`src/rtl/bus_width_adapter.sv`:
```
module bus_width_adapter #(
  parameter int WORD_W = 36,
  parameter int ADDR_W = 15
) (
  input  logic              clk,
  input  logic              rst_n,
  input  logic              bus_match,
  input  logic              byte_size,
  input  logic              msb_first,
  input  logic              port_rd,
  input  logic              port_wr,
  input  logic [ADDR_W-1:0] port_addr,
  input  logic [WORD_W-1:0] port_din,
  output logic [WORD_W-1:0] port_dout,
  output logic [WORD_W-1:0] port_oe,
  output logic              mem_re,
  output logic [ADDR_W-1:0] mem_raddr,
  input  logic [WORD_W-1:0] mem_rdata,
  output logic              mem_we,
  output logic [ADDR_W-1:0] mem_waddr,
  output logic [WORD_W-1:0] mem_wdata
);
  localparam int HALF = WORD_W / 2;
  localparam int QTR  = WORD_W / 4;
  localparam logic [WORD_W-1:0] HMASK = {{(WORD_W-HALF){1'b0}}, {HALF{1'b1}}};
  localparam logic [WORD_W-1:0] QMASK = {{(WORD_W-QTR){1'b0}}, {QTR{1'b1}}};

  logic [2:0]        mode_q;
  logic [1:0]        cnt_q;
  logic              dir_q;
  logic [ADDR_W-1:0] addr_q;
  logic [WORD_W-1:0] hold_q, rd_word_q;
  logic [WORD_W-1:0] merged, rd_src, rd_slice, lanes;

  wire [2:0] mode      = {bus_match, byte_size, msb_first};
  wire       strobe    = port_rd | port_wr;
  wire       mode_chg  = mode != mode_q;
  wire       dir_chg   = strobe && (port_wr != dir_q) && (cnt_q != 2'd0);
  wire [1:0] beat      = (mode_chg || dir_chg) ? 2'd0 : cnt_q;
  wire [1:0] last      = !bus_match ? 2'd0 : (byte_size ? 2'd3 : 2'd1);
  wire       final_bt  = beat == last;
  wire [1:0] slot      = msb_first ? last - beat : beat;

  assign mem_re    = port_rd && beat == 2'd0;
  assign mem_raddr = port_addr;
  assign rd_src    = (beat == 2'd0) ? mem_rdata : rd_word_q;

  always_comb begin
    merged   = hold_q;
    rd_slice = '0;
    if (!bus_match) begin
      merged   = port_din;
      rd_slice = rd_src;
      lanes    = '1;
    end else if (!byte_size) begin
      merged[slot[0]*HALF +: HALF] = port_din[HALF-1:0];
      rd_slice[HALF-1:0]           = rd_src[slot[0]*HALF +: HALF];
      lanes                        = HMASK;
    end else begin
      merged[slot*QTR +: QTR] = port_din[QTR-1:0];
      rd_slice[QTR-1:0]       = rd_src[slot*QTR +: QTR];
      lanes                   = QMASK;
    end
  end

  always_ff @(posedge clk) begin
    if (!rst_n) begin
      mode_q    <= '0;
      cnt_q     <= '0;
      dir_q     <= 1'b0;
      addr_q    <= '0;
      hold_q    <= '0;
      rd_word_q <= '0;
      port_dout <= '0;
      port_oe   <= '0;
      mem_we    <= 1'b0;
      mem_waddr <= '0;
      mem_wdata <= '0;
    end else begin
      mode_q    <= mode;
      mem_we    <= 1'b0;
      port_dout <= '0;
      port_oe   <= '0;
      if (strobe) begin
        cnt_q <= final_bt ? 2'd0 : beat + 2'd1;
        dir_q <= port_wr;
      end else begin
        cnt_q <= beat;
      end
      if (port_wr) begin
        hold_q <= merged;
        if (beat == 2'd0) addr_q <= port_addr;
        if (final_bt) begin
          mem_we    <= 1'b1;
          mem_wdata <= merged;
          mem_waddr <= (beat == 2'd0) ? port_addr : addr_q;
        end
      end else if (port_rd) begin
        if (beat == 2'd0) rd_word_q <= mem_rdata;
        port_dout <= rd_slice;
        port_oe   <= lanes;
      end
    end
  end


  we_after_strobe_chk: assert property (@(posedge clk) disable iff (!rst_n)
    mem_we |-> $past(port_wr));

  full_single_beat_chk: assert property (@(posedge clk) disable iff (!rst_n)
    (port_wr && !bus_match) |=> mem_we);

  half_lanes_chk: assert property (@(posedge clk) disable iff (!rst_n)
    (port_rd && bus_match && !byte_size) |=> (port_oe == HMASK));

  qtr_lanes_chk: assert property (@(posedge clk) disable iff (!rst_n)
    (port_rd && bus_match && byte_size) |=> (port_oe == QMASK));

  quiet_lanes_chk: assert property (@(posedge clk) disable iff (!rst_n)
    !port_rd |=> (port_oe == '0 && port_dout == '0));

  mode_restart_chk: assert property (@(posedge clk) disable iff (!rst_n)
    (mode_chg && !strobe) |=> (cnt_q == 2'd0));
endmodule

```
`config.mk`:
```
export PLATFORM = sky130hd
export DESIGN_NAME = bus_width_adapter
export DESIGN_NICKNAME = d
export VERILOG_FILES = /design/src/rtl/bus_width_adapter.sv
export SDC_FILE = /design/constraint.sdc
export NUM_CORES = 1
export LEC_CHECK = 0
export BUFFER_PORTS_ARGS = -buffer_cell sky130_fd_sc_hd__buf_2
export CAP_MARGIN = 10
export CORE_UTILIZATION = 48
export CTS_CLUSTER_DIAMETER = 50
export DETAILED_ROUTE_END_ITERATION = 7
export GPL_TIMING_DRIVEN = 0
export PLACE_DENSITY = 0.77
export SETUP_SLACK_MARGIN = 0.4
export SLEW_MARGIN = 20
export SYNTH_ARGS = -nofsm -noshare
export SYNTH_HDL_FRONTEND = slang
export SYNTH_SLANG_ARGS = --single-unit
```
`constraint.sdc`:
```
create_clock -name clk -period 3.3 [get_ports clk]
set_clock_uncertainty 0.2 [all_clocks]
set_input_delay 0 -clock clk [delete_from_list [all_inputs] [get_ports clk]]
set_output_delay 0 -clock clk [all_outputs]
set_load 0.02 [all_outputs]
```
==> results.md <==
- Status: completed
- Fillers: 1,360
- Ports: 234
- DR vias: 9,449
- Root Driver: clkbuf_16
- Nets: 1,479
- Startpoint Class: flop
- Placed cells: 1,480
- Largest net degree at the start of global routing: 19
- #FFs+latches synth: 184
- Rel. slew slack: 32.7%
- Peak supply drop: 371 uV
- DR WL/cell: 18.7 um
- Internal power: 4.03 mW
- Asr flop ratio synth: 0%
- Setup TNS: 0 ps
- Sw Share: 29.2%
- Req. time, crit path: 3470 ps
- Cell area after synthesis: 8640 sq um
- Synth Instances: 1,025
- Clock network power share: 37.6%
- Cells on worst reg2reg path: 12
- Critical path arrival: 3190 ps
- Skew-Pair Late Insertion Delay: 440 ps
- Number of global-route vias before repair: 8,876
- Max_cap viols: 0
- Hold Fails Final Rpt: 0
- Leading cell types in the layout, fill and taps excluded: buf_2, dfxtp_1, nand2_1
- Most common cell after layout, fill and taps aside: buf_2
- CTS max path bufs: 2
- Share of layout cells above drive strength 1: 31.5%
- Sequential power share: 42.7%
- CTS Buf Count: 17
- Detailed Route WL: 30,300 um
- # setup viols final: 0
- Post-DP HPWL: 20,200 um
- Pwr/cell area: 466 nW/um^2
- H-tree levels: 4
- Drt pass-1 iters: 6
- CP Capture Type: flop
- Class of the most critical setup path: flop to flop
- Leak Pwr: 5.15 nW
- Antenna violations before repair: 1
- First-pass GRT wire length: 45,700 um
- Average cell area after synthesis: 8.43 sq um
- DIE AREA: 18,500 sq um
- Gr ovfl total: 0
- Residual DRC: 0
- Hold Crit Class: primary input to flop
- Register area share after synthesis: 42.6%
- Post-synth EDFFs: 0
- Post-synth cell types: 63
- # clock sinks: 184
- Fin crit share: 91.5%
- Routed Antenna Nets: 0
- Tot GR Track Use: 31.9%
- Core area: 17,400 sq um
- Post-synth top flop: dfxtp_1
- Psw: 1.67 mW
- P&R area growth vs syn: 41.6%
- Clock Pin Slew Worst Setup and Hold Paths: 70 ps
- Final Non-Filler Cells: 1,620
- Initial core utilization: 49.6%
- GP Congestion: 0.924
- Final Max Slew Viols: 0
- Slew of the pin with the lowest slew margin: 1000 ps
- Port bufs: 230
- RSZ-0062 raised after global routing: yes
- Tmin final: 3020 ps
- Syn nets: 1,122
- Die Y: 136 um
- Vias/cell: 5.83
- Hold path cells: 5
- # rows: 48
- CP Max Fanout: 5
- CTS tree: done
- Gate power share: 19.7%
- Peak Freq: 0.331 GHz
- Die X: 136 um
- DRT iter0 DRCs: 834
- YS warnings: 0
[cell families (layout without fill, tap and decap cells)]
logic type,count (synthesis),in the layout,synth area share [%]
AO/OA/AOI/OAI,307,307,24.0
XOR/XNOR,4,4,0.405
adder cells (fa/ha/maj),3,3,0.434
buffers and inverters,150,519,9.37
flip-flops,184,184,42.6
multiplexers,54,54,6.41
other,0,1,0
AND/OR/NAND/NOR,323,323,16.8
[synth_stat cells (14+ instances only)]
cell type | count | area, sq um
a21oi_1 | 47 | 235
a22oi_1 | 15 | 113
a311oi_1 | 15 | 131
a41oi_1 | 18 | 158
buf_2 | 14 | 70.1
buf_4 | 53 | 398
clkbuf_1 | 49 | 184
dfxtp_1 | 184 | 3680
inv_1 | 22 | 82.6
mux2i_1 | 46 | 460
nand2_1 | 167 | 627
nand3_1 | 40 | 200
nor2_1 | 63 | 236
o21ai_0 | 90 | 450
o22a_1 | 17 | 149
o22ai_1 | 18 | 113
[routing by layer]
layer	global-route usage (%)	wire (um)	vias to the layer above
met1	41.5	12600	4464
met3	6.82	2610	89
met4	14.0	930	0
met2	50.7	14200	528
li1	-	-	4368
met5	0	0	-
[worst paths after layout]
| check | from | endpoint | slack [ps] |
|---|---|---|---|
| worst max register to register | mode_q[2] | hold_q[7] | 280 |
| worst max-delay path | mode_q[2] | hold_q[7] | 280 |
| worst min register to register | hold_q[1] | hold_q[1] | 260 |
| worst min-delay path | bus_match | hold_q[29] | 90 |
[power groups by stage]
stage	Clock [mW]	Sequential (mW)	Combinational [mW]
finish	2.14	2.43	1.12
global route	2.23	2.44	1.20
CTS	2.13	2.43	1.03
detailed placement	0	2.47	0.916
global placement	0	2.47	0.901
floorplan	0	2.54	0.519
[through the flow]
stage          cell area (sq um)  setup WS, ps  hold WS (ps)  power, mW  util [%]
6_report                   12200           281          90.3       5.70      70.2
5_1_grt                    12200           167           131       5.87      70.2
4_1_cts                    11800           361          -257       5.59      67.8
3_5_place_dp               10100          -221          36.6       3.39      58.0
3_3_place_gp               10100          -211          32.7       3.37      58.0
2_1_floorplan               8670           404         -87.4       3.06         -
[sequential cells by signal (all words and copies together), names as in the netlist]
signal and count:
dir_q 1, rd_word_q 36, mem_waddr 15, hold_q 36
port_oe 3, port_dout 36, mem_wdata 36, mem_we 1
addr_q 15, cnt_q 2, mode_q 3
[repair_timing]
action | in CTS | in global routing
gates resized for setup | 34 | 92
hold buffers | 91 | 1
setup endpoints to repair | 75 | 80
buffers inserted | 11 | 4
pin swaps | 9 | 13
hold endpoints to repair | 177 | 8
gates cloned | 0 | 1
[cell type report]
cell class	instances	area (sq um)	share of cell area [%]
well taps	225	282	2.30
clock buffers	18	439	3.59
inverters	25	101	0.828
diodes	1	2.50	0.0205
multi-input cells	691	4570	37.3
flip-flops and latches	184	3680	30.1
plain buffers	125	782	6.39
repair buffers	338	2210	18.0
clock inverters	13	168	1.37
[critical path, stage by stage, from the launching register on]
cell      delay [ps]
dfxtp_2          340
xor2_4           160
or3_4            430
nor4_4           350
or4_4            200
inv_2             40
ha_4             290
buf_4            120
inv_4             40
a311oi_4         370
buf_6            180
a32oi_1          100
nor2_1           130
Power figures use the tool's default switching activity.
